File: src/rtl/alu8_pkg.sv
package alu8_pkg;
  localparam int NFLAGS = 5;
  localparam int FL_C  = 0;
  localparam int FL_DC = 1;
  localparam int FL_Z  = 2;
  localparam int FL_OV = 3;
  localparam int FL_N  = 4;

  typedef enum logic [3:0] {
    OP_ADD  = 4'd0,  OP_ADDC = 4'd1,  OP_SUB  = 4'd2,  OP_INC  = 4'd3,
    OP_DEC  = 4'd4,  OP_AND  = 4'd5,  OP_OR   = 4'd6,  OP_XOR  = 4'd7,
    OP_SWAP = 4'd8,  OP_RLN  = 4'd9,  OP_RRN  = 4'd10, OP_RLC  = 4'd11,
    OP_RRC  = 4'd12, OP_PASS = 4'd13, OP_TEST = 4'd14, OP_RSVD = 4'd15
  } alu_op_e;

  typedef enum logic [1:0] {LG_AND, LG_OR, LG_XOR} logic_sel_e;
  typedef enum logic [2:0] {RT_SWAP, RT_LN, RT_RN, RT_LC, RT_RC} rot_sel_e;
  typedef enum logic [2:0] {CL_ARITH, CL_LOGIC, CL_ROT, CL_ROTC, CL_MOVE, CL_TEST} op_class_e;

  localparam logic [NFLAGS-1:0] WE_ALL  = 5'b11111;
  localparam logic [NFLAGS-1:0] WE_NZ   = 5'b10100;
  localparam logic [NFLAGS-1:0] WE_NZC  = 5'b10101;
  localparam logic [NFLAGS-1:0] WE_NONE = 5'b00000;
endpackage

File: src/rtl/alu8_addsub.sv
module alu8_addsub #(
  parameter int W = 8
) (
  input  logic [W-1:0] a_i,
  input  logic [W-1:0] b_i,
  input  logic         cin_i,
  output logic [W-1:0] sum_o,
  output logic         c_o,
  output logic         dc_o,
  output logic         ov_o
);
  localparam int HALF = W / 2;

  logic [W:0] usum;
  logic       c_into_msb;

  assign usum       = {1'b0, a_i} + {1'b0, b_i} + {{W{1'b0}}, cin_i};
  assign sum_o      = usum[W-1:0];
  assign c_o        = usum[W];
  // carry into a bit = sum bit xor both operand bits
  assign dc_o       = usum[HALF] ^ a_i[HALF] ^ b_i[HALF];
  assign c_into_msb = usum[W-1] ^ a_i[W-1] ^ b_i[W-1];
  assign ov_o       = usum[W] ^ c_into_msb;

  always_comb begin
    assert_ov_sign_R2: assert (ov_o == ((a_i[W-1] == b_i[W-1]) && (sum_o[W-1] != a_i[W-1])))
      else $error("OV disagrees with operand/result signs");
    assert_dc_nibble_R1: assert (dc_o == (({1'b0, a_i[HALF-1:0]} + {1'b0, b_i[HALF-1:0]}
                                           + {{HALF{1'b0}}, cin_i}) >> HALF != 0))
      else $error("DC disagrees with low-half carry");
  end
endmodule

File: src/rtl/alu8_logic.sv
module alu8_logic
  import alu8_pkg::*;
#(
  parameter int W = 8
) (
  input  logic [W-1:0] a_i,
  input  logic [W-1:0] b_i,
  input  logic_sel_e   sel_i,
  output logic [W-1:0] res_o
);
  always_comb begin
    unique case (sel_i)
      LG_AND:  res_o = a_i & b_i;
      LG_OR:   res_o = a_i | b_i;
      default: res_o = a_i ^ b_i;
    endcase
  end
endmodule

File: src/rtl/alu8_rotate.sv
module alu8_rotate
  import alu8_pkg::*;
#(
  parameter int W = 8
) (
  input  logic [W-1:0] a_i,
  input  logic         cin_i,
  input  rot_sel_e     sel_i,
  output logic [W-1:0] res_o,
  output logic         cout_o
);
  localparam int HALF = W / 2;

  logic [W-1:0] rot_l, rot_r, swp;

  generate
    for (genvar i = 0; i < W; i++) begin : g_bits
      assign rot_l[i] = a_i[(i + W - 1) % W];
      assign rot_r[i] = a_i[(i + 1) % W];
      assign swp[i]   = a_i[(i + HALF) % W];
    end
  endgenerate

  always_comb begin
    cout_o = cin_i;
    unique case (sel_i)
      RT_SWAP: res_o = swp;
      RT_LN:   res_o = rot_l;
      RT_RN:   res_o = rot_r;
      RT_LC: begin
        res_o  = {a_i[W-2:0], cin_i};
        cout_o = a_i[W-1];
      end
      default: begin
        res_o  = {cin_i, a_i[W-1:1]};
        cout_o = a_i[0];
      end
    endcase
  end

  always_comb begin
    if (sel_i == RT_LC || sel_i == RT_RC) begin
      assert_rotc_bits_kept_R7: assert ($countones({cout_o, res_o}) == $countones({cin_i, a_i}))
        else $error("rotate through carry lost a bit");
    end else begin
      assert_rot_bits_kept_R8: assert ($countones(res_o) == $countones(a_i))
        else $error("byte rotate lost a bit");
    end
  end
endmodule

File: src/rtl/alu8_flag_ctl.sv
module alu8_flag_ctl
  import alu8_pkg::*;
(
  input  alu_op_e            op_i,
  output op_class_e          cls_o,
  output logic [NFLAGS-1:0]  we_o
);
  always_comb begin
    unique case (op_i)
      OP_ADD, OP_ADDC, OP_SUB, OP_INC, OP_DEC: cls_o = CL_ARITH;
      OP_AND, OP_OR, OP_XOR:                   cls_o = CL_LOGIC;
      OP_RLN, OP_RRN:                          cls_o = CL_ROT;
      OP_RLC, OP_RRC:                          cls_o = CL_ROTC;
      OP_TEST:                                 cls_o = CL_TEST;
      default:                                 cls_o = CL_MOVE;
    endcase
  end

  always_comb begin
    unique case (cls_o)
      CL_ARITH:                   we_o = WE_ALL;
      CL_LOGIC, CL_ROT, CL_TEST:  we_o = WE_NZ;
      CL_ROTC:                    we_o = WE_NZC;
      default:                    we_o = WE_NONE;
    endcase
  end
endmodule

File: src/rtl/alu8_core.sv
module alu8_core
  import alu8_pkg::*;
#(
  parameter int W = 8
) (
  input  logic [3:0]        op_i,
  input  logic [W-1:0]      a_i,
  input  logic [W-1:0]      b_i,
  input  logic [NFLAGS-1:0] status_i,
  output logic [W-1:0]      result_o,
  output logic [NFLAGS-1:0] flags_o,
  output logic [NFLAGS-1:0] flag_we_o
);
  localparam int HALF = W / 2;

  alu_op_e             op;
  op_class_e           cls;
  logic [W-1:0]        addend, add_res, lg_res, rt_res;
  logic                add_cin, add_c, add_dc, add_ov, rt_c;
  logic_sel_e          lg_sel;
  rot_sel_e            rt_sel;
  logic [NFLAGS-1:0]   cand;

  assign op = alu_op_e'(op_i);

  always_comb begin
    add_cin = 1'b0;
    unique case (op)
      OP_SUB:  addend = W'(~b_i + W'(1));
      OP_INC:  addend = W'(1);
      OP_DEC:  addend = '1;
      OP_ADDC: begin
        addend  = b_i;
        add_cin = status_i[FL_C];
      end
      default: addend = b_i;
    endcase
  end

  always_comb begin
    unique case (op)
      OP_AND:  lg_sel = LG_AND;
      OP_OR:   lg_sel = LG_OR;
      default: lg_sel = LG_XOR;
    endcase
    unique case (op)
      OP_SWAP: rt_sel = RT_SWAP;
      OP_RLN:  rt_sel = RT_LN;
      OP_RRN:  rt_sel = RT_RN;
      OP_RLC:  rt_sel = RT_LC;
      default: rt_sel = RT_RC;
    endcase
  end

  alu8_addsub #(.W(W)) u_addsub (
    .a_i(a_i), .b_i(addend), .cin_i(add_cin),
    .sum_o(add_res), .c_o(add_c), .dc_o(add_dc), .ov_o(add_ov)
  );

  alu8_logic #(.W(W)) u_logic (
    .a_i(a_i), .b_i(b_i), .sel_i(lg_sel), .res_o(lg_res)
  );

  alu8_rotate #(.W(W)) u_rotate (
    .a_i(a_i), .cin_i(status_i[FL_C]), .sel_i(rt_sel),
    .res_o(rt_res), .cout_o(rt_c)
  );

  alu8_flag_ctl u_flag_ctl (
    .op_i(op), .cls_o(cls), .we_o(flag_we_o)
  );

  always_comb begin
    unique case (cls)
      CL_ARITH:        result_o = add_res;
      CL_LOGIC:        result_o = lg_res;
      CL_ROT, CL_ROTC: result_o = rt_res;
      default:         result_o = (op == OP_SWAP) ? rt_res : a_i;
    endcase
  end

  always_comb begin
    cand        = '0;
    cand[FL_N]  = result_o[W-1];
    cand[FL_Z]  = (result_o == '0);
    cand[FL_OV] = add_ov;
    cand[FL_DC] = add_dc;
    cand[FL_C]  = (cls == CL_ROTC) ? rt_c : add_c;
  end

  generate
    for (genvar f = 0; f < NFLAGS; f++) begin : g_flag
      assign flags_o[f] = flag_we_o[f] ? cand[f] : status_i[f];
    end
  endgenerate

  always_comb begin
    if (flag_we_o[FL_Z]) begin
      assert_zero_flag_R5: assert (flags_o[FL_Z] == (result_o == '0))
        else $error("Z does not match result");
    end
    if (op == OP_SWAP) begin
      assert_swap_quiet_R9: assert (flags_o == status_i && result_o == {a_i[HALF-1:0], a_i[W-1:HALF]})
        else $error("swap touched flags or misordered halves");
    end
    if (cls == CL_LOGIC) begin
      assert_logic_keeps_arith_flags_R6: assert (flags_o[FL_C] == status_i[FL_C]
                                                 && flags_o[FL_DC] == status_i[FL_DC]
                                                 && flags_o[FL_OV] == status_i[FL_OV])
        else $error("logic op changed an arithmetic flag");
    end
  end
endmodule

File: config.mk
export PLATFORM = sky130hd
export DESIGN_NAME = alu8_core
export DESIGN_NICKNAME = d
export VERILOG_FILES = /design/src/rtl/alu8_pkg.sv /design/src/rtl/alu8_addsub.sv /design/src/rtl/alu8_logic.sv /design/src/rtl/alu8_rotate.sv /design/src/rtl/alu8_flag_ctl.sv /design/src/rtl/alu8_core.sv
export SDC_FILE = /design/constraint.sdc
export NUM_CORES = 1
export LEC_CHECK = 0
export ABC_AREA = 1
export CAP_MARGIN = 20
export CORE_MARGIN = 1
export CORE_UTILIZATION = 37
export DETAILED_ROUTE_END_ITERATION = 16
export GPL_ROUTABILITY_DRIVEN = 0
export PLACE_DENSITY = 0.66
export REMOVE_ABC_BUFFERS = 1
export SLEW_MARGIN = 20
export SYNTH_ARGS = -nofsm -noshare
export SYNTH_HDL_FRONTEND = slang
export SYNTH_HIERARCHICAL = 1
export SYNTH_SLANG_ARGS = --single-unit
File: constraint.sdc
create_clock -name vclk -period 5.2
set_clock_uncertainty 0.15 [all_clocks]
set_input_delay 0.78 -clock vclk [all_inputs]
set_output_delay 0.78 -clock vclk [all_outputs]
set_load 0.05 [all_outputs]
# Word-level counts from Yosys, hierarchy flattened
# Memories as Yosys holds them, arrays and structs flattened.
# Index checks and enable logic that the tools add are counted.
[classes]
addsub = 3
eq_ne = 18
mux = 16
bitwise = 9
reduce_logical = 7
[op_table]
columns = ["cell", "count"]
rows = [
  ["$pmux 8 s3", 2],
  ["$pmux 8 s4", 1],
  ["$eq 4x4->1 const B", 4],
  ["$pmux 8 s2", 1],
  ["$pmux 5 s3", 1],
  ["$eq 3x2->1 const B", 4],
  ["$eq 4x3->1 const B", 3],
  ["$pmux 3 s4", 1],
  ["$add 8x8->9", 1],
  ["$add 9x1->9", 1],
  ["$add 8x1->8 const B", 1],
  ["$and 8x8->8", 1],
  ["$eq 4x2->1 const B", 2],
  ["$logic_not 8->1", 1],
  ["$mux 8", 1],
  ["$not 8->8", 1],
  ["$or 8x8->8", 1],
  ["$xor 8x8->8", 1],
  ["$mux 1", 7],
  ["$eq 3x1->1 const B", 2],
  ["$logic_not 3->1", 2],
  ["$reduce_or 3->1", 2],
  ["$xor 1x1->1", 5],
  ["$eq 4x1->1 const B", 1],
  ["6 further kinds", 6],
]
[totals]
regBits = 0
mem_bits_ro = 48
output_inout_bits = 18
word_cells = 54
mem_count = 1
[memory_table]
columns = ["memory", "words", "word_bits", "rd", "rd_clocked_by_memory_dff", "write_ports", "line", "rtl"]
rows = [
  ["(no name shown)", 16, 3, 1, 0, 0, "alu8_flag_ctl.sv:9", "unique case (op_i)"],
]

# Depth between registers and ports, before layout
# Gate-level depths: netlist of the first run.
[depth]
ltp_word = 9
depth_mapped = 20
ltp_nobuf = 20

# By module
# The synthesis of the first run kept the hierarchy.
[by_module_without_submodules]
columns = ["mod", "n_inst", "cells_each", "area_each_um2", "seq_area_each_um2"]
rows = [
  ["alu8_core", 1, 171, 845.8, 0.0],
  ["alu8_logic", 1, 68, 454.2, 0.0],
  ["alu8_addsub", 1, 68, 436.7, 0.0],
  ["alu8_rotate", 1, 61, 290.3, 0.0],
  ["alu8_flag_ctl", 1, 23, 128.9, 0.0],
]

# Worst setup path before layout of the first run
# OpenSTA, ideal clock, no wires.
[synth_timing]
path_type = "input -> output"
start = "input b_i[1]"
end = "output flags_o[2]"
arrival_time_ns = 3.326
required_time_ns = 4.270
slack_ns = 0.944
cell_stages = 20
n_path_buf = 0
path_cell_list = "inv_1 > ha_1 > nand4_1 > nor2_1 > inv_1 > or2_1 > nand3_1 > nand3_1 > ha_1 > nand2_1 > inv_1 > a21oi_2 > nand2_1 > nand2_1 > nand2_1 > nand2_1 > nand3_2 > nor2_1 > nand3_1 > nand2_1"
[synth_between]
elab_chain_cells = 8
word_cells_on_any_way = 12
classes_between = "add/sub (3); mux (4); bitwise (4); reduce/logical (1)"
[synth_rtl]
columns = ["item", "line", "rtl"]
rows = [
  ["start, declared", "alu8_core.sv:8", "input logic [W-1:0] b_i,"],
  ["$not 8->8", "alu8_core.sv:29", "OP_SUB: addend = W'(~b_i + W'(1));"],
  ["$add 8x1->8", "alu8_core.sv:29", ""],
  ["$pmux 8 s3", "alu8_core.sv:28", "unique case (op)"],
  ["via addend[6]", "alu8_core.sv:18", "logic [W-1:0] addend, add_res, lg_res, rt_res;"],
  ["$add 8x8->9", "alu8_addsub.sv:17", "assign usum = {1'b0, a_i} + {1'b0, b_i} + {{W{1'b0}}, cin_i};"],
  ["$add 9x1->9", "alu8_addsub.sv:17", ""],
  ["via add_res[7]", "alu8_core.sv:18", ""],
  ["$pmux 8 s3", "alu8_core.sv:74", "unique case (cls)"],
  ["via result_o[7]", "alu8_core.sv:10", "output logic [W-1:0] result_o,"],
  ["$logic_not 8->1", "alu8_core.sv:85", "cand[FL_Z] = (result_o == '0);"],
  ["$mux 1", "alu8_core.sv:93", "assign flags_o[f] = flag_we_o[f] ? cand[f] : status_i[f];"],
  ["end, declared", "alu8_core.sv:11", "output logic [NFLAGS-1:0] flags_o,"],
]
# The timed path passes the listed nets, and every way through them passes these cells.

# Worst setup path after layout of the first run
[layout_timing]
start = "input op_i[0]"
end = "output flags_o[2]"
[layout_between]
word_cells_on_any_way = 37
classes_between = "add/sub (2); eq/ne (18); mux (10); reduce/logical (6); memory (1)"
[layout_lines]
columns = ["item", "line", "rtl"]
rows = [
  ["start, declared", "alu8_core.sv:6", "input logic [3:0] op_i,"],
  ["$eq 4x3->1 / $eq 4x2->1 (equally long branches)", "alu8_core.sv:28", ""],
  ["$pmux 8 s3 (*)", "alu8_core.sv:28", ""],
  ["via addend[0]", "alu8_core.sv:18", ""],
  ["$add 8x8->9 (*)", "alu8_addsub.sv:17", ""],
  ["$add 9x1->9 (*)", "alu8_addsub.sv:17", ""],
  ["via add_res[6]", "alu8_core.sv:18", ""],
  ["$pmux 8 s3 (*)", "alu8_core.sv:74", ""],
  ["$logic_not 8->1 (*)", "alu8_core.sv:85", ""],
  ["$mux 1 (*)", "alu8_core.sv:93", ""],
]
# Mark *: on every way through the listed nets, which the timed path passes. The rest lies on a longest branch.

==> metrics.txt, run 1 <==
# TYPE chip_impl_metric gauge
chip_impl_info{name="min-delay-path-class",value="primary input to primary output"} 1
chip_impl_metric{name="power.density_cell_area",unit="nW/um^2"} 151
chip_impl_metric{name="detailed_place_hpwl",unit="microns"} 5300
chip_impl_metric{name="via_count",unit=""} 2578
chip_impl_info{name="worst_path_dominant_cell_family",value="buffers and inverters"} 1
chip_impl_metric{name="grt_pass1_wl",unit="microns"} 10900
chip_impl_metric{name="route.detailed.vias_per_inst",unit=""} 5.14
chip_impl_metric{name="switchingPower",unit="mW"} 0.248
chip_impl_metric{name="grt_max_degree",unit=""} 19
chip_impl_metric{name="p_total",unit="mW"} 0.416
chip_impl_metric{name="power.ir.vdd_worst",unit="mV"} 0.0956
chip_impl_metric{name="synthToLayoutAreaGrowth",unit="%"} 27.3
chip_impl_metric{name="final.setup.tns",unit="ns"} 0
chip_impl_metric{name="synth.yosys.seq_area_share",unit="%"} 0
chip_impl_metric{name="placementRows",unit=""} 27
chip_impl_info{name="setup.worst_path.start_class",value="primary input"} 1
chip_impl_metric{name="final.period_utilization",unit="%"} 94.2
chip_impl_metric{name="power_frac_comb",unit="%"} 100.0
chip_impl_metric{name="drt_first_iter_violations",unit=""} 166
chip_impl_metric{name="filler_cell_count",unit=""} 616
chip_impl_metric{name="n_sequential_cell",unit=""} 0
chip_impl_metric{name="sequentialPowerShare",unit="%"} 0
chip_impl_metric{name="synth_area",unit="sq um"} 2160
chip_impl_metric{name="design.portCount",unit=""} 43
chip_impl_info{name="final_common_cell",value="sky130_fd_sc_hd__nand2_1"} 1
chip_impl_metric{name="power_switching_share",unit="%"} 59.7
chip_impl_metric{name="grt.total_usage",unit="%"} 21.7
chip_impl_metric{name="power.internal",unit="mW"} 0.167
chip_impl_metric{name="final_instance_count_excl_fillers",unit=""} 502
chip_impl_metric{name="setup_viol",unit=""} 0
chip_impl_metric{name="maxSlewViolCount",unit=""} 0
chip_impl_metric{name="placement.io_buffers",unit=""} 43
chip_impl_metric{name="synthCells",unit=""} 391
chip_impl_metric{name="path_max_fanout",unit=""} 6
chip_impl_metric{name="finalHoldViolCount",unit=""} 0
chip_impl_metric{name="antenna_found_initial",unit=""} 0
chip_impl_metric{name="cap_violations",unit=""} 0
chip_impl_info{name="final_cell_mix",value="sky130_fd_sc_hd__nand2_1 (111), sky130_fd_sc_hd__nand3_1 (71), sky130_fd_sc_hd__inv_1 (58)"} 1
chip_impl_metric{name="final_nets",unit=""} 483
chip_impl_metric{name="regArea",unit="sq um"} 0
chip_impl_metric{name="n_clock_buffer",unit=""} 0
chip_impl_metric{name="post_cts_hold_buffer_count",unit=""} 0
chip_impl_metric{name="cell_leakage_power",unit="nW"} 1.48
chip_impl_info{name="rsz0062_at_grt",value="no"} 1
chip_impl_metric{name="timing.max_slew.rel_slack",unit="%"} 34.1
chip_impl_metric{name="design.die.area",unit="sq um"} 6140
chip_impl_info{name="worstPathCellList",value="clkdlybuf4s50_1, inv_1, o21ai_1, or2_1, fa_1, inv_1, fa_1, o21ai_2, a21oi_1, xnor2_1, nand3_1, nand3_1, nand2_1, nand2_1, nor2_1, nand3_1, nand2_1, buf_4"} 1
chip_impl_metric{name="post_synth_num_cell_types",unit=""} 39
chip_impl_metric{name="layout-drive-gt1-share",unit="%"} 13.3
chip_impl_metric{name="initial_core_utilization",unit="%"} 38.7
chip_impl_metric{name="max_clock_freq",unit="MHz"} 204
chip_impl_metric{name="cpPeakStageDelay",unit="ns"} 0.68
chip_impl_metric{name="grt-ovfl-total",unit=""} 0
chip_impl_metric{name="drt-pass1-iter-count",unit=""} 4
chip_impl_metric{name="route.detailed.drc",unit=""} 0
chip_impl_metric{name="insertedDiodeCount",unit=""} 0
chip_impl_info{name="setup.worst_path.class",value="primary input to primary output"} 1
chip_impl_metric{name="buffers_and_inverters_on_the_worst_path",unit=""} 4
chip_impl_metric{name="cts_setup_buffers",unit=""} 0
chip_impl_metric{name="die_height",unit="microns"} 78.3
chip_impl_metric{name="synth.avg_cell_area",unit="sq um"} 5.51
chip_impl_metric{name="routed_wire_length_per_instance",unit="microns"} 13.1
chip_impl_metric{name="wirelength",unit="microns"} 6560
chip_impl_metric{name="whs",unit="ns"} 2.11
chip_impl_info{name="timing.critical_path.to_type",value="primary output"} 1
chip_impl_metric{name="core_box_area",unit="sq um"} 5570
chip_impl_metric{name="placed_cells",unit=""} 502
chip_impl_metric{name="cts_repair_resize_count",unit=""} 0
chip_impl_metric{name="antenna_left",unit=""} 0
chip_impl_info{name="status",value="finished, final reports clean"} 1
chip_impl_info{name="timing.critical_path.slowest_stage_cell",value="sky130_fd_sc_hd__clkdlybuf4s50_1"} 1
chip_impl_metric{name="grt_pass1_vias",unit=""} 2287
chip_impl_metric{name="synth-warning-count",unit=""} 6
chip_impl_metric{name="die-width",unit="microns"} 78.3
chip_impl_metric{name="critical_path_arrival",unit="ns"} 3.97
chip_impl_metric{name="cp.required",unit="ns"} 4.27
chip_impl_metric{name="p_clk_share",unit="%"} 0
chip_impl_metric{name="final.min_clock_period",unit="ns"} 4.90
chip_impl_metric{name="worst-slew-pin-transition",unit="ns"} 0.988
metrics by stage:
stage,utilization (%),area (sq um),worst slack (ns)
after floorplan,-,2070,0.716
after global placement,49.2,2750,0.285
after detailed placement,49.2,2750,0.309
after CTS,49.2,2750,0.302
after global routing,49.2,2750,0.0678
final,49.2,2750,0.301
synth_stat cells, types with 2 or more instances:
cell type                  instances  share of area (%)
sky130_fd_sc_hd__nor2_1           18                3.1
sky130_fd_sc_hd__o21ai_0           6                1.4
sky130_fd_sc_hd__mux2_2            3                1.6
sky130_fd_sc_hd__nand3b_1          9                3.1
sky130_fd_sc_hd__o211ai_1          5                1.7
sky130_fd_sc_hd__nor3_1            3               0.70
sky130_fd_sc_hd__buf_2             3               0.70
sky130_fd_sc_hd__o21ai_1           3               0.70
sky130_fd_sc_hd__inv_1            58                 10
sky130_fd_sc_hd__fa_1              2                1.9
sky130_fd_sc_hd__a21oi_1          12                2.8
sky130_fd_sc_hd__nor2_4            3                1.6
sky130_fd_sc_hd__inv_2            12                2.1
sky130_fd_sc_hd__ha_1             24                 14
sky130_fd_sc_hd__nand2_1         111                 19
sky130_fd_sc_hd__nand2_2           6                1.7
sky130_fd_sc_hd__buf_4             5                1.7
sky130_fd_sc_hd__nand3_1          71                 16
sky130_fd_sc_hd__nand3_2           3                1.4
sky130_fd_sc_hd__or2_1             3               0.87
sky130_fd_sc_hd__buf_6             2                1.0
sky130_fd_sc_hd__o21bai_1          2               0.70
sky130_fd_sc_hd__xor2_1            5                2.0
sky130_fd_sc_hd__nor2_2            2               0.58
sky130_fd_sc_hd__xnor2_1           2               0.81
sky130_fd_sc_hd__nand4_1           5                1.5
kinds of logic after synthesis:
family / share of synthesized area (%)
compound gates: 9.46
fa+ha+maj: 15.8
buf+inv: 16.3
simple gates: 53.3
mux: 1.57
xor+xnor: 3.60
power groups by stage:
stage	clock, mW	sequential [mW]	combinational [mW]
after global placement	0	0	0.411
after detailed placement	0	0	0.414
after floorplan	0	0	0.248
after global routing	0	0	0.451
after CTS	0	0	0.415
final	0	0	0.416
final timing paths:
| kind | start | to | slack (ns) | depth (start not counted) |
|---|---|---|---|---|
| max | op_i[0] | flags_o[2] | 0.30 | 18 |
| min | status_i[2] | flags_o[2] | 2.11 | 4 |
area by class of cell:
cell class,instances,area [sq um],share of cell area (%)
tap,72,90.1,3.28
timing repair buffer,50,588,21.4
multi-input combinational,310,1800,65.7
inverter,70,263,9.57
routing by layer:
layer	up-vias	track usage, %	part of all wire [%]
met5	-	0	0
met4	0	3.33	1.2
met3	6	0.465	6.0
met2	64	39.1	47
met1	1165	29.2	46
li1	1343	-	-
worst min-delay path, stage by stage:
cell	delay [ns]
sky130_fd_sc_hd__clkdlybuf4s50_1	0.40
sky130_fd_sc_hd__nand2_1	0.07
sky130_fd_sc_hd__nand2_1	0.05
sky130_fd_sc_hd__buf_4	0.18
No activity file was read; power rests on OpenSTA's default activity.
==> inputs of run 2 (changes only) <==
--- a/config.mk
+++ b/config.mk
@@ -11,7 +11,7 @@
 export CORE_UTILIZATION = 37
 export DETAILED_ROUTE_END_ITERATION = 16
 export GPL_ROUTABILITY_DRIVEN = 0
-export PLACE_DENSITY = 0.66
+export MAX_ROUTING_LAYER = met4
 export REMOVE_ABC_BUFFERS = 1
 export SLEW_MARGIN = 20
 export SYNTH_ARGS = -nofsm -noshare
==> constraint.sdc (replaced) <==
create_clock -name vclk -period 6.3
set_clock_uncertainty 0.15 [all_clocks]
set_input_delay 0.945 -clock vclk [all_inputs]
set_output_delay 0.945 -clock vclk [all_outputs]
set_load 0.05 [all_outputs]
==> metrics.txt, run 2 (same netlist as run 1, synthesis figures left out) <==
# TYPE chip_impl_metric gauge
chip_impl_metric{name="antenna_left",unit=""} 0
chip_impl_metric{name="grt_max_degree",unit=""} 19
chip_impl_metric{name="maxSlewViolCount",unit=""} 0
chip_impl_metric{name="initial_core_utilization",unit="%"} 38.7
chip_impl_metric{name="wirelength",unit="microns"} 6570
chip_impl_metric{name="routed_wire_length_per_instance",unit="microns"} 13.2
chip_impl_metric{name="insertedDiodeCount",unit=""} 0
chip_impl_metric{name="post_cts_hold_buffer_count",unit=""} 0
chip_impl_metric{name="cap_violations",unit=""} 0
chip_impl_info{name="timing.critical_path.slowest_stage_cell",value="sky130_fd_sc_hd__clkdlybuf4s50_1"} 1
chip_impl_metric{name="grt_pass1_wl",unit="microns"} 10900
chip_impl_metric{name="drt-pass1-iter-count",unit=""} 4
chip_impl_metric{name="core_box_area",unit="sq um"} 5570
chip_impl_metric{name="path_max_fanout",unit=""} 8
chip_impl_metric{name="final.min_clock_period",unit="ns"} 5.78
chip_impl_metric{name="grt_pass1_vias",unit=""} 2266
chip_impl_metric{name="design.portCount",unit=""} 43
chip_impl_info{name="final_common_cell",value="sky130_fd_sc_hd__nand2_1"} 1
chip_impl_metric{name="setup_viol",unit=""} 0
chip_impl_metric{name="worst-slew-pin-transition",unit="ns"} 1.06
chip_impl_metric{name="n_sequential_cell",unit=""} 0
chip_impl_metric{name="final_nets",unit=""} 480
chip_impl_metric{name="n_clock_buffer",unit=""} 0
chip_impl_metric{name="drt_first_iter_violations",unit=""} 181
chip_impl_metric{name="placementRows",unit=""} 27
chip_impl_metric{name="cpPeakStageDelay",unit="ns"} 0.79
chip_impl_info{name="status",value="finished, final reports clean"} 1
chip_impl_info{name="rsz0062_at_grt",value="no"} 1
chip_impl_metric{name="layout-drive-gt1-share",unit="%"} 11.7
chip_impl_metric{name="final.setup.tns",unit="ns"} 0
chip_impl_metric{name="via_count",unit=""} 2537
chip_impl_metric{name="route.detailed.vias_per_inst",unit=""} 5.08
chip_impl_metric{name="finalHoldViolCount",unit=""} 0
chip_impl_metric{name="die_height",unit="microns"} 78.3
chip_impl_metric{name="die-width",unit="microns"} 78.3
chip_impl_metric{name="placement.io_buffers",unit=""} 43
chip_impl_metric{name="final.period_utilization",unit="%"} 91.7
chip_impl_info{name="final_cell_mix",value="sky130_fd_sc_hd__nand2_1 (111), sky130_fd_sc_hd__nand3_1 (71), sky130_fd_sc_hd__inv_1 (58)"} 1
chip_impl_metric{name="cts_repair_resize_count",unit=""} 0
chip_impl_info{name="setup.worst_path.start_class",value="primary input"} 1
chip_impl_metric{name="grt.total_usage",unit="%"} 22.3
chip_impl_metric{name="timing.max_slew.rel_slack",unit="%"} 29.1
chip_impl_metric{name="power.density_cell_area",unit="nW/um^2"} 117
chip_impl_info{name="worst_path_dominant_cell_family",value="buffers and inverters"} 1
chip_impl_metric{name="critical_path_arrival",unit="ns"} 4.68
chip_impl_info{name="min-delay-path-class",value="primary input to primary output"} 1
chip_impl_metric{name="cp.required",unit="ns"} 5.20
chip_impl_metric{name="regArea",unit="sq um"} 0
chip_impl_metric{name="design.die.area",unit="sq um"} 6140
chip_impl_metric{name="antenna_found_initial",unit=""} 0
chip_impl_metric{name="max_clock_freq",unit="MHz"} 173
chip_impl_metric{name="cts_setup_buffers",unit=""} 0
chip_impl_metric{name="cell_leakage_power",unit="nW"} 1.42
chip_impl_metric{name="filler_cell_count",unit=""} 628
chip_impl_info{name="timing.critical_path.to_type",value="primary output"} 1
chip_impl_metric{name="grt-ovfl-total",unit=""} 0
chip_impl_info{name="setup.worst_path.class",value="primary input to primary output"} 1
chip_impl_metric{name="p_total",unit="mW"} 0.306
chip_impl_metric{name="route.detailed.drc",unit=""} 0
chip_impl_info{name="worstPathCellList",value="clkdlybuf4s50_1, inv_1, nor2_1, nand2_2, o21ai_1, or2_1, fa_1, inv_1, fa_1, o21ai_2, xor2_2, xor2_1, mux2_2, clkdlybuf4s50_1"} 1
chip_impl_metric{name="synthToLayoutAreaGrowth",unit="%"} 21.0
chip_impl_metric{name="buffers_and_inverters_on_the_worst_path",unit=""} 4
chip_impl_metric{name="detailed_place_hpwl",unit="microns"} 5350
chip_impl_metric{name="power.ir.vdd_worst",unit="mV"} 0.0668
-- run 2: cell count changes in the layout (fill, tap and decap cells not counted) --
cell                              change
sky130_fd_sc_hd__buf_12              -10
sky130_fd_sc_hd__buf_4                +3
sky130_fd_sc_hd__clkdlybuf4s50_1      +4
-- run 2: worst min-delay path, cell delays in order --
cell,delay (ns)
sky130_fd_sc_hd__clkdlybuf4s50_1,0.40
sky130_fd_sc_hd__nand2_1,0.06
sky130_fd_sc_hd__nand2_1,0.05
sky130_fd_sc_hd__buf_4,0.18
-- run 2: path summary, 6_finish.rpt --
path,from,endpoint,cells after the start
max,op_i[2],flags_o[1],14
min,status_i[2],flags_o[2],4
-- run 2: routing by layer --
metal	GRT usage, %	wire (microns)	vias to the layer above
met5	-	0	-
met4	2.96	24	0
met3	0.349	426	2
met2	38.2	3070	66
met1	30.2	3050	1138
li1	-	-	1331
-- run 2: area by class of cell --
class | count | area, sq um | share of cell area [%]
inverters | 70 | 263 | 10.1
multi-input cells | 310 | 1800 | 69.2
well taps | 72 | 90.1 | 3.45
repair buffers | 47 | 450 | 17.3
-- run 2: stage by stage --
stage / instances / util, % / hold WS, ns / area (sq um) / setup slack [ns]
floorplan: 380 / - / 2.04 / 2070 / 1.49
global placement: 499 / 46.8 / 2.42 / 2610 / 0.637
finish: 499 / 46.8 / 2.43 / 2610 / 0.524
detailed placement: 499 / 46.8 / 2.43 / 2610 / 0.548
global route: 499 / 46.8 / 2.44 / 2610 / 0.295
CTS: 499 / 46.8 / 2.43 / 2610 / 0.530
-- run 2: where the power goes --
group | internal (mW) | leakage, nW | total, mW | switching [mW]
combinational | 0.107 | 1.42 | 0.306 | 0.199
sequential | 0 | 0 | 0 | 0
clock | 0 | 0 | 0 | 0
==> inputs of run 3 (changes only) <==
--- a/config.mk
+++ b/config.mk
@@ -11,7 +11,6 @@
 export CORE_UTILIZATION = 37
 export DETAILED_ROUTE_END_ITERATION = 16
 export GPL_ROUTABILITY_DRIVEN = 0
-export MAX_ROUTING_LAYER = met4
 export REMOVE_ABC_BUFFERS = 1
 export SLEW_MARGIN = 20
 export SYNTH_ARGS = -nofsm -noshare
==> metrics.txt, run 3 (same netlist as run 1, synthesis figures left out) <==
# TYPE chip_impl_metric gauge
chip_impl_metric{name="post_cts_hold_buffer_count",unit=""} 0
chip_impl_metric{name="final_nets",unit=""} 480
chip_impl_metric{name="grt-ovfl-total",unit=""} 0
chip_impl_metric{name="insertedDiodeCount",unit=""} 0
chip_impl_metric{name="final.period_utilization",unit="%"} 91.8
chip_impl_metric{name="wirelength",unit="microns"} 6590
chip_impl_metric{name="postLayoutSetupSlackWorst",unit="ns"} 0.519
chip_impl_info{name="final_common_cell",value="sky130_fd_sc_hd__nand2_1"} 1
chip_impl_metric{name="whs",unit="ns"} 2.43
chip_impl_metric{name="n_sequential_cell",unit=""} 0
chip_impl_metric{name="critical_path_arrival",unit="ns"} 4.69
chip_impl_metric{name="final.setup.tns",unit="ns"} 0
chip_impl_metric{name="finalHoldViolCount",unit=""} 0
chip_impl_metric{name="stdcell_area",unit="sq um"} 2610
chip_impl_metric{name="synthToLayoutAreaGrowth",unit="%"} 21.0
chip_impl_info{name="min-delay-path-class",value="primary input to primary output"} 1
chip_impl_metric{name="final.min_clock_period",unit="ns"} 5.78
chip_impl_metric{name="postPlaceCellArea",unit="sq um"} 2610
chip_impl_metric{name="cell_leakage_power",unit="nW"} 1.42
chip_impl_metric{name="cap_violations",unit=""} 0
chip_impl_metric{name="placementRows",unit=""} 27
chip_impl_metric{name="cts_repair_resize_count",unit=""} 0
chip_impl_metric{name="grt_max_degree",unit=""} 19
chip_impl_metric{name="routed_wire_length_per_instance",unit="microns"} 13.2
chip_impl_metric{name="final_util",unit="%"} 46.8
chip_impl_info{name="status",value="finished, final reports clean"} 1
chip_impl_metric{name="multi_input_area",unit="sq um"} 1800
chip_impl_metric{name="setup_viol",unit=""} 0
chip_impl_metric{name="n_clock_buffer",unit=""} 0
chip_impl_metric{name="detailed_place_hpwl",unit="microns"} 5350
chip_impl_metric{name="die-width",unit="microns"} 78.3
chip_impl_metric{name="worst-slew-pin-transition",unit="ns"} 1.07
chip_impl_metric{name="placement.io_buffers",unit=""} 43
chip_impl_metric{name="antenna_left",unit=""} 0
chip_impl_metric{name="grt_pass1_vias",unit=""} 2270
chip_impl_metric{name="regArea",unit="sq um"} 0
chip_impl_metric{name="layout-drive-gt1-share",unit="%"} 11.7
chip_impl_metric{name="path_max_fanout",unit=""} 8
chip_impl_metric{name="power.ir.vdd_worst",unit="mV"} 0.0668
chip_impl_metric{name="drt_first_iter_violations",unit=""} 178
chip_impl_info{name="holdPathEnd",value="flags_o[2]"} 1
chip_impl_info{name="setup.worst_path.class",value="primary input to primary output"} 1
chip_impl_metric{name="design.portCount",unit=""} 43
chip_impl_info{name="timing.critical_path.to_type",value="primary output"} 1
chip_impl_metric{name="grt_pass1_wl",unit="microns"} 10900
chip_impl_metric{name="max_clock_freq",unit="MHz"} 173
chip_impl_metric{name="die_height",unit="microns"} 78.3
chip_impl_metric{name="placed_cells",unit=""} 499
chip_impl_metric{name="antenna_found_initial",unit=""} 0
chip_impl_metric{name="design.die.area",unit="sq um"} 6140
chip_impl_metric{name="route.detailed.drc",unit=""} 0
chip_impl_metric{name="via_count",unit=""} 2547
chip_impl_metric{name="p_total",unit="mW"} 0.306
chip_impl_metric{name="route.detailed.vias_per_inst",unit=""} 5.10
chip_impl_metric{name="core_box_area",unit="sq um"} 5570
chip_impl_metric{name="timing.max_slew.rel_slack",unit="%"} 28.8
chip_impl_info{name="final_cell_mix",value="sky130_fd_sc_hd__nand2_1 (111), sky130_fd_sc_hd__nand3_1 (71), sky130_fd_sc_hd__inv_1 (58)"} 1
chip_impl_metric{name="initial_core_utilization",unit="%"} 38.7
chip_impl_metric{name="cts_setup_buffers",unit=""} 0
chip_impl_metric{name="drt-pass1-iter-count",unit=""} 4
chip_impl_info{name="setup.worst_path.start_class",value="primary input"} 1
chip_impl_metric{name="filler_cell_count",unit=""} 628
chip_impl_metric{name="setup_slack_at_placement",unit="ns"} 0.548
chip_impl_metric{name="maxSlewViolCount",unit=""} 0
chip_impl_info{name="timing.hold.worst.start",value="status_i[2]"} 1
chip_impl_metric{name="worst_hold_path.num_cells",unit=""} 4
chip_impl_metric{name="grt.total_usage",unit="%"} 21.7
chip_impl_info{name="rsz0062_at_grt",value="no"} 1
chip_impl_metric{name="final_instance_count_excl_fillers",unit=""} 499
chip_impl_metric{name="cp.required",unit="ns"} 5.20
chip_impl_metric{name="power.density_cell_area",unit="nW/um^2"} 117
-- run 3: cell counts in the layout (fill, tap and decap cells not counted) --
No cell type changed its count.
-- run 3: worst max-delay path, cell delays in order --
cell and delay [ns]:
sky130_fd_sc_hd__clkdlybuf4s50_1 0.73, sky130_fd_sc_hd__inv_1 0.11, sky130_fd_sc_hd__nor2_1 0.17, sky130_fd_sc_hd__nand2_2 0.15, sky130_fd_sc_hd__o21ai_1 0.16, sky130_fd_sc_hd__or2_1 0.15, sky130_fd_sc_hd__fa_1 0.19, sky130_fd_sc_hd__inv_1 0.06
sky130_fd_sc_hd__fa_1 0.41, sky130_fd_sc_hd__o21ai_2 0.24, sky130_fd_sc_hd__xor2_2 0.21, sky130_fd_sc_hd__xor2_1 0.19, sky130_fd_sc_hd__mux2_2 0.17, sky130_fd_sc_hd__clkdlybuf4s50_1 0.79
-- run 3: cell type report --
class                           instances  share of cell area (%)
Inverter                               70                    10.1
Multi-Input combinational cell        310                    69.2
Timing Repair Buffer                   47                    17.3
Tap cell                               72                    3.45
-- run 3: how the worst max path moves through the flow --
stage | startpoint | endpoint | slack (ns) | cells after the start
floorplan | op_i[3] | flags_o[2] | 1.49 | 9
global placement | op_i[2] | flags_o[1] | 0.64 | 14
detailed placement | op_i[2] | flags_o[1] | 0.55 | 14
CTS | op_i[2] | flags_o[1] | 0.53 | 14
global route | op_i[2] | flags_o[1] | 0.30 | 14
finish | op_i[2] | flags_o[1] | 0.52 | 14
-- run 3: per-layer routing --
layer / GRT usage, % / vias to the layer above / routed length, microns
met1: 30.2 / 1149 / 3170
met3: 0.349 / 2 / 291
li1: - / 1330 / -
met2: 38.2 / 66 / 3100
met4: 2.96 / 0 / 24
met5: 0 / - / 0
-- run 3: power breakdown --
part	total (mW)	switching, mW	internal (mW)	leakage, nW
Sequential	0	0	0	0
Combinational	0.306	0.198	0.107	1.42
Clock	0	0	0	0
